[src/rtl/icnt_pkg.sv]
package icnt_pkg;

    typedef enum logic [1:0] {
        PRIV_USER  = 2'd0,
        PRIV_SUPER = 2'd1,
        PRIV_RSVD  = 2'd2,
        PRIV_MACH  = 2'd3
    } priv_e;

    typedef struct packed {
        logic m;
        logic s;
        logic u;
    } mode_en_t;

endpackage

[src/rtl/icnt_evt_qual.sv]
module icnt_evt_qual
    import icnt_pkg::*;
(
    input  logic     retire_i,
    input  logic     trap_i,
    input  logic [1:0] priv_i,
    input  mode_en_t en_i,
    output logic     evt_o
);
    logic mode_ok;

    always_comb begin
        unique case (priv_e'(priv_i))
            PRIV_MACH:  mode_ok = en_i.m;
            PRIV_SUPER: mode_ok = en_i.s;
            PRIV_USER:  mode_ok = en_i.u;
            default:    mode_ok = 1'b0;
        endcase
    end

    // retire and trap in one cycle form a single event
    assign evt_o = (retire_i | trap_i) & mode_ok;
endmodule

[src/rtl/icnt_cnt_next.sv]
module icnt_cnt_next #(
    parameter int unsigned CNT_W     = 14,
    parameter bit          STEP_ONLY = 1'b0
) (
    input  logic [CNT_W-1:0] count_i,
    input  logic             evt_i,
    output logic [CNT_W-1:0] count_o,
    output logic             fire_o,
    output logic             clr_en_o
);
    localparam logic [CNT_W-1:0] CntOne = CNT_W'(1);

    generate
        if (STEP_ONLY) begin : g_step
            // count pinned at one; hitting it disarms via the enables
            always_comb begin
                count_o  = CntOne;
                fire_o   = evt_i;
                clr_en_o = evt_i;
            end
        end else begin : g_dec
            logic nonzero;
            assign nonzero = |count_i;
            always_comb begin
                count_o  = count_i;
                fire_o   = 1'b0;
                clr_en_o = 1'b0;
                if (evt_i && nonzero) begin
                    count_o = count_i - CntOne;
                    fire_o  = (count_i == CntOne);
                end
            end
        end
    endgenerate
endmodule

[src/rtl/icnt_step_trig.sv]
module icnt_step_trig
    import icnt_pkg::*;
#(
    parameter int unsigned CNT_W     = 14,
    parameter int unsigned ACT_W     = 4,
    parameter bit          STEP_ONLY = 1'b0
) (
    input  logic             clk_i,
    input  logic             rst_ni,
    input  logic             retire_i,
    input  logic             trap_i,
    input  logic [1:0]       priv_i,
    input  logic             cfg_we_i,
    input  logic [CNT_W-1:0] cfg_count_i,
    input  logic             cfg_en_m_i,
    input  logic             cfg_en_s_i,
    input  logic             cfg_en_u_i,
    input  logic             cfg_hit_i,
    input  logic [ACT_W-1:0] cfg_action_i,
    output logic             fire_o,
    output logic [ACT_W-1:0] fire_action_o,
    output logic             hit_o,
    output logic [CNT_W-1:0] count_o,
    output logic             en_m_o,
    output logic             en_s_o,
    output logic             en_u_o,
    output logic [ACT_W-1:0] action_o
);
    localparam logic [CNT_W-1:0] CntReset = CNT_W'(1);

    typedef struct packed {
        logic [CNT_W-1:0] count;
        mode_en_t         en;
        logic             hit;
        logic [ACT_W-1:0] action;
        logic             fire;
        logic [ACT_W-1:0] fire_act;
    } state_t;

    state_t state_d, state_q;

    logic             evt;
    logic [CNT_W-1:0] cnt_nxt;
    logic             cnt_fire;
    logic             cnt_clr_en;

    icnt_evt_qual u_qual (
        .retire_i (retire_i),
        .trap_i   (trap_i),
        .priv_i   (priv_i),
        .en_i     (state_q.en),
        .evt_o    (evt)
    );

    icnt_cnt_next #(
        .CNT_W     (CNT_W),
        .STEP_ONLY (STEP_ONLY)
    ) u_cnt (
        .count_i  (state_q.count),
        .evt_i    (evt),
        .count_o  (cnt_nxt),
        .fire_o   (cnt_fire),
        .clr_en_o (cnt_clr_en)
    );

    always_comb begin
        state_d          = state_q;
        state_d.fire     = 1'b0;
        state_d.fire_act = '0;
        if (cfg_we_i) begin
            state_d.count  = STEP_ONLY ? CntReset : cfg_count_i;
            state_d.en.m   = cfg_en_m_i;
            state_d.en.s   = cfg_en_s_i;
            state_d.en.u   = cfg_en_u_i;
            state_d.hit    = cfg_hit_i;
            state_d.action = cfg_action_i;
        end else begin
            state_d.count = cnt_nxt;
            if (cnt_clr_en) begin
                state_d.en = '0;
            end
            if (cnt_fire) begin
                state_d.hit      = 1'b1;
                state_d.fire     = 1'b1;
                state_d.fire_act = state_q.action;
            end
        end
    end

    always_ff @(posedge clk_i or negedge rst_ni) begin
        if (!rst_ni) begin
            state_q          <= '0;
            state_q.count    <= CntReset;
        end else begin
            state_q <= state_d;
        end
    end

    assign fire_o        = state_q.fire;
    assign fire_action_o = state_q.fire_act;
    assign hit_o         = state_q.hit;
    assign count_o       = state_q.count;
    assign en_m_o        = state_q.en.m;
    assign en_s_o        = state_q.en.s;
    assign en_u_o        = state_q.en.u;
    assign action_o      = state_q.action;
endmodule

[config.mk]
export PLATFORM = sky130hd
export DESIGN_NAME = icnt_step_trig
export DESIGN_NICKNAME = d
export VERILOG_FILES = /design/src/rtl/icnt_pkg.sv /design/src/rtl/icnt_evt_qual.sv /design/src/rtl/icnt_cnt_next.sv /design/src/rtl/icnt_step_trig.sv
export SDC_FILE = /design/constraint.sdc
export NUM_CORES = 1
export LEC_CHECK = 0
export BUFFER_PORTS_ARGS = -buffer_cell sky130_fd_sc_hd__buf_2
export CORE_MARGIN = 2
export CORE_UTILIZATION = 48
export DETAILED_ROUTE_END_ITERATION = 16
export PLACE_DENSITY = 0.76
export SYNTH_ARGS = -nofsm -noshare
export SYNTH_HDL_FRONTEND = slang
export SYNTH_SLANG_ARGS = --single-unit
export TNS_END_PERCENT = 100
[constraint.sdc]
create_clock -name clk_i -period 2.2 [get_ports clk_i]
set_input_delay 0.44 -clock clk_i [delete_from_list [all_inputs] [get_ports clk_i]]
set_output_delay 0.44 -clock clk_i [all_outputs]
set_load 0.005 [all_outputs]
==> results of run 1 <==
==> metrics by stage <==
step | cells | hold slack (ns) | power [uW] | util, %
5_1_grt | 238 | 0.09949 | 1169 | 65.57
3_3_place_gp | 234 | 0.4738 | 861.1 | 64.01
3_5_place_dp | 234 | 0.4838 | 872.2 | 64.01
4_1_cts | 238 | 0.09863 | 1102 | 65.08
2_1_floorplan | 146 | 0.1444 | 741.5 | -
6_report | 238 | 0.07908 | 1097 | 65.57
==> placed cells by master, fill, tap and decap left out, drive strengths merged <==
cell      count
mux2          5
buf          64
a221oi        1
dfrtp        26
xor2          7
a21oi         1
o31ai         1
nor2b         3
nor4b         1
a2111oi       3
o31a          1
o21ai        11
clkinvlp      1
nand4        10
nor4          3
xnor2         2
a211oi        2
nand3         2
ha            3
or3b          1
nor3          1
inv           6
or2           1
and3b         1
or4           1
nand3b        1
or3           2
clkbuf        3
nor2         10
dfstp         1
o311ai        2
a21boi        2
mux2i         1
nand2        20
a41oi         1
nand2b        5
and3          1
==> flip-flops by register name (all words and copies together) (netlist names) <==
name	count
count_o	14
action_o	4
fire_action_o	4
en_m_o	1
en_s_o	1
en_u_o	1
fire_o	1
hit_o	1
==> metal layers <==
metal	global-route usage, %	wire (microns)	vias up
met3	5.275	234	8
met2	36.03	1630	48
li1	-	-	641
met1	23.81	1402	599
met4	8.442	63	0
met5	0	0	-
==> cell type report <==
type	instances	area [sq um]
Clock buffer	3	22.52
Clock inverter	1	7.507
Fill cell	244	965.9
Inverter	6	22.52
Multi-Input combinational cell	106	728.2
Sequential cell	27	676.9
Tap cell	31	38.79
Timing Repair Buffer	64	342.8
==> synthesized netlist by cell type, drive strengths merged, types with 2 or more instances <==
master / count
a2111oi: 3
a211oi: 2
a21boi: 2
buf: 2
clkbuf: 5
dfrtp: 26
ha: 3
inv: 6
mux2: 5
nand2: 20
nand2b: 5
nand3: 2
nand4: 10
nor2: 10
nor2b: 3
nor4: 3
o21ai: 11
o311ai: 2
or3: 2
xnor2: 2
xor2: 7
==> cells by family after synthesis <==
logic type,Yosys count
AOI/OAI and AO/OA,25
xor gates and xnor gates,9
adders and majority gates,3
buffers and inverters,13
DFF,27
muxes,6
and+or+nand+nor,63
==> power groups by stage <==
stage / registers, uW / clock network (uW) / logic (uW)
5_1_grt: 600 / 258 / 311
2_1_floorplan: 600 / 0 / 141
3_3_place_gp: 596 / 0 / 265
6_report: 593 / 227 / 277
4_1_cts: 590 / 237 / 275
3_5_place_dp: 599 / 0 / 273
==> critical path, cell delays in order, from the launching register on <==
cell and delay, ns:
dfstp_2 0.60, inv_2 0.06, ha_1 0.18, nor2b_2 0.17, buf_4 0.15, a2111oi_0 0.44
nand4_1 0.16, xor2_1 0.16, o21ai_1 0.11
==> worst min-delay path by stage <==
stage                             end   start  slack, ns
after floorplan           action_o[0]  rst_ni       0.14
after global placement     count_o[9]  rst_ni       0.47
after detailed placement   count_o[9]  rst_ni       0.48
after CTS                  count_o[9]  rst_ni        0.1
after global routing           fire_o  rst_ni        0.1
final                     count_o[10]  rst_ni       0.08
==> summary.md, run 1 <==
| Metric | Value |
|---|---|
| Status | complete, but fails checks |
| Violated checks | design-rule violations |
| WP data arrival | 2.38 ns |
| Max-cap violations | 0 |
| Largest net degree at the start of global routing | 38 |
| TritonRoute pass-1 iters | 11 |
| Synth Warn # | 0 |
| Critical path capture point type | flip-flop |
| Post-synthesis xor/xnor area fraction | 5.464% |
| Reg2reg start | count_o[0] |
| Setup CP Type | reg2reg |
| ANT nets after route | 0 |
| # diodes | 0 |
| Post-Route Skew | 0.008338 ns |
| Post-Route WL | 3330 microns |
| CTS tree | yes |
| Via-to-Cell Ratio | 5.445 |
| Clock slew at reported path FFs | 0.16 ns |
| Die Height | 58.82 microns |
| Post-Synth Simple-Gate Area | 24.37% |
| Unrepaired setup endpoints after global routing | no |
| Post-synthesis net count | 178 |
| Post-CTS setup buffer count | 0 |
| Port bufs | 55 |
| Minimum clock period | 2.099 ns |
| Share of layout cells above drive strength 1 | 41.55% |
| Initial antenna violation count | 0 |
| Switching power total | 353.5 uW |
| Boundary Pins | 56 |
| Cell area power density | 596.3 nW/um^2 |
| First-pass GRT wire length | 5437 microns |
| Final slew viol count | 0 |
| Initial drt markers | 44 |
| Synth Area in Compound Gates | 12.49% |
| Yosys cell types | 42 |
| Clock network power share | 20.7% |
| Cell Area, Placed | 1795 sq um |
| Seq/Total Area, Yosys | 46.92% |
| Post-layout nets | 240 |
| Post-Synth Adder-Cell Area | 2.602% |
| Post-synth top area share | 45.10% |
| Vias in the first global route | 1,263 |
| Tightest Hold Check Type | in2async |
| Core area | 2805 sq um |
| Reg2Reg Depth | 8 |
| CP max FO | 5 |
| Largest family of logic cells by synthesized area | simple AND/OR/NAND/NOR gates |
| Synthesized area | 1443 sq um |
| Pre-CTS setup slack | 0.1406 ns |
| Total clock sinks | 27 |
| CP Launch Type | flip-flop |
| Hold Violations, Final | 0 |
| Post-synthesis instance total | 146 |
| Via Count | 1,296 |
| Wire per inst | 13.99 microns |
| Critical path capture point | count_o[10] |
| Switch share | 32.23% |
| Post_cts resized | 0 |
| Worst R2R Setup Slack | 0.10 ns |
| GRT Overall Usage | 20.60% |
| Largest area contributor in the netlist | dfrtp_1 |
| Final Worst Setup Slack | 0.1006 ns |
| Top_reg_cell synth | dfrtp_1 |
| Die width | 58.82 microns |
| Mux share of post-synthesis cell area | 4.597% |
| Bufs on Longest Clock Path | 2 |
| Internal power | 743.2 uW |
| Async set-or-reset flop fraction in the synthesized netlist | 100.0% |
| Sequential Power Share | 54.0% |
| Worst Tran Pin Value | 0.5975 ns |
| # rows | 19 |
| Die ar. | 3460 sq um |
| Setup_tns | 0 ns |
| Syn avg cell area | 9.881 sq um |
| CTS Root Cell | clkbuf_4 |
| GRT Residual Overflow | 0 |
| FF+latch count, synth | 27 |
| Max IR drop VDD | 0.3595 mV |
| Crit path launch | count_o[0] |
| Worst Path Required | 2.48 ns |
| DRC | 2 |
| CTS Hold Bufs | 0 |
| H-tree lvl count | 1 |
| Max Fclk | 0.4763 GHz |
| Clk_lat worst skew | 0.34 ns |
| Starting density of the core | 51.43% |
| Fin area | 1839 sq um |
| DP HPWL | 2482 microns |
| Layout area overhead | 27.49% |
| Post-synth EDFFs | 0 |
| Final GP Congestion | 0.8571 |
| Worst reg2reg endpoint | count_o[10] |
| Rel. slew slack | 60.17% |
| Final period utilization | 95.43% |
| Dominant cells by area after synthesis | dfrtp_1 45%, nand2_1 5.2%, xor2_1 4.2% |
| Final setup viols | 0 |
| Comb power frac | 25.2% |
| CTS Buf Count | 3 |
| Leakage | 0.0008948 uW |
(Power assumes the default switching activity.)
==> run 2: changes to the inputs <==
--- a/config.mk
+++ b/config.mk
@@ -5,11 +5,11 @@
 export SDC_FILE = /design/constraint.sdc
 export NUM_CORES = 1
 export LEC_CHECK = 0
-export BUFFER_PORTS_ARGS = -buffer_cell sky130_fd_sc_hd__buf_2
 export CORE_MARGIN = 2
-export CORE_UTILIZATION = 48
+export CORE_UTILIZATION = 61
 export DETAILED_ROUTE_END_ITERATION = 16
-export PLACE_DENSITY = 0.76
+export DONT_BUFFER_PORTS = 1
+export PLACE_DENSITY = 0.74
 export SYNTH_ARGS = -nofsm -noshare
 export SYNTH_HDL_FRONTEND = slang
 export SYNTH_SLANG_ARGS = --single-unit
==> run 2 against run 1 <==
  * Via count shrank 16%
  * The run now ends clean
  * Largest cell class unchanged
  * Non-clock buffer count decreased by 54
  * Wire length decreased by 12%
==> summary.md, run 2 (synthesis gave the netlist of run 1 again) <==
| Metric | Value |
|---|---|
| Worst R2R Setup Slack | 0.09 ns |
| CP bufs+invs | 2 |
| Sequential Power Share | 58.8% |
| Die width | 52.63 microns |
| Boundary Pins | 56 |
| Die ar. | 2770 sq um |
| # rows | 17 |
| CP Launch Type | flip-flop |
| DRC | 0 |
| Switch share | 31.50% |
| Vias in the first global route | 1,072 |
| Max Fclk | 0.4742 GHz |
| Minimum clock period | 2.109 ns |
| Critical path capture point type | flip-flop |
| Largest net degree at the start of global routing | 44 |
| H-tree lvl count | 1 |
| Met3 Use GR | 5.429% |
| Cells along the critical path | inv_1, ha_1, nor2b_2, buf_4, a211oi_2, nand4_1, xor2_1, o21ai_0 |
| CTS tree | yes |
| Top delay family on crit path | flip-flops |
| Area of the multi-input gates | 737.0 sq um |
| Via Count | 1,087 |
| # diodes | 0 |
| Met2 usage | 33.54% |
| Worst Tran Pin Value | 0.5110 ns |
| CTS Buf Count | 3 |
| Layout area overhead | 10.32% |
| TritonRoute pass-1 iters | 4 |
| Switching power total | 323.4 uW |
| Total clock sinks | 27 |
| Most common library cell in the layout ignoring fill and taps | dfrtp_1 |
| Slowest-stage cell, CP | dfstp_2 |
| Share of layout cells above drive strength 1 | 19.61% |
| CP max FO | 5 |
| Wire per inst | 16.23 microns |
| Grt peak-use layer | met2 |
| Post-Route WL | 2938 microns |
| WHS | 0.1570 ns |
| Max-cap violations | 0 |
| Clk_lat worst skew | 0.33 ns |
| Cell area power density | 645.2 nW/um^2 |
| Die Height | 52.63 microns |
| Most frequent cells in the layout | 26 x dfrtp_1, 20 x nand2_1, 10 x nor2_1, 9 x nand4_1, 8 x buf_4 |
| Tightest Hold Check Type | in2reg |
| Port bufs | 0 |
| Post-layout nets | 186 |
| Internal power | 703.4 uW |
| Via-to-Cell Ratio | 6.006 |
| Final slew viol count | 0 |
| Comb power frac | 19.8% |
| Leakage | 0.0006753 uW |
| Clock slew at reported path FFs | 0.16 ns |
| ANT nets after route | 0 |
| Clock network power share | 21.4% |
| GRT Residual Overflow | 0 |
| Initial drt markers | 23 |
| Crit-path max cell delay | 0.61 ns |
| DP HPWL | 2068 microns |
| Core area | 2233 sq um |
| CTS Root Cell | clkbuf_4 |
| Unrepaired setup endpoints after global routing | yes |
| Post-Route Skew | 0.01259 ns |
| Worst Path Required | 2.46 ns |
| Hold Violations, Final | 0 |
| Final setup viols | 0 |
| Max reg flops | 14 |
| Final period utilization | 95.86% |
| Bufs on Longest Clock Path | 2 |
| Final core occ | 71.26% |
| GRT Overall Usage | 22.53% |
| Rel. slew slack | 65.62% |
| Status | finished clean |
| Max IR drop VDD | 0.4981 mV |
| Initial antenna violation count | 0 |
| First-pass GRT wire length | 4664 microns |
| Starting density of the core | 64.59% |
| Setup CP Type | reg2reg |
| # fillers | 173 |
| Sequential cell area | 676.9 sq um |
| WP data arrival | 2.37 ns |
| Met1 Use GR | 31.19% |
| Final GP Congestion | 0.9484 |
[run 2: cell types whose count changed in the layout (fill, tap and decap cells not counted), sizes merged]
cell	change
buf	-55
dlygate4sd3	+1
[run 2: area by class of cell]
| cell class | instances | area share, % |
|---|---|---|
| Clock buffer | 3 | 1.415 |
| Clock inverter | 1 | 0.4717 |
| Inverter | 6 | 1.415 |
| Multi-Input combinational cell | 106 | 46.30 |
| Sequential cell | 27 | 42.53 |
| Tap cell | 28 | 2.201 |
| Timing Repair Buffer | 10 | 5.660 |
[run 2: power groups by stage]
| stage | logic, uW | clock network [uW] | registers, uW |
|---|---|---|---|
| after floorplan | 141 | 0 | 600 |
| after global placement | 174 | 0 | 608 |
| after detailed placement | 179 | 0 | 611 |
| after CTS | 196 | 232 | 601 |
| after global routing | 227 | 252 | 612 |
| final | 203 | 220 | 603 |
[run 2: timing repair]
action,in CTS,in global routing
endpoints found under the setup margin,0,6
gates resized for setup,0,5
hold endpoints to repair,27,0
buffers inserted,0,0
hold buffers,2,0
[run 2: metal layers]
| layer | wire length, microns | up-vias |
|---|---|---|
| li1 | - | 536 |
| met1 | 1259 | 505 |
| met2 | 1418 | 44 |
| met3 | 247 | 2 |
| met4 | 12 | 0 |
| met5 | 0 | - |
[run 2: per-stage QoR]
| stage | setup slack, ns | TNS, ns | cell area, sq um | cells | power [uW] |
|---|---|---|---|---|---|
| floorplan | 0.1571 | 0 | 1443 | 146 | 741.5 |
| global placement | 0.1462 | 0 | 1509 | 175 | 781.6 |
| detailed placement | 0.1186 | 0 | 1509 | 175 | 789.7 |
| CTS | 0.08440 | 0 | 1569 | 181 | 1028 |
| global route | -0.03546 | -0.1155 | 1592 | 181 | 1091 |
| finish | 0.09102 | 0 | 1592 | 181 | 1027 |
[run 2: worst paths after layout]
check	startpoint	to	cells after the start
max	count_o[0]	count_o[9]	8
min	cfg_we_i	count_o[0]	1
max reg2reg	count_o[0]	count_o[9]	8
min reg2reg	action_o[1]	action_o[1]	2
max in group asynchronous	rst_ni	count_o[0]	2
min in group asynchronous	rst_ni	count_o[8]	2
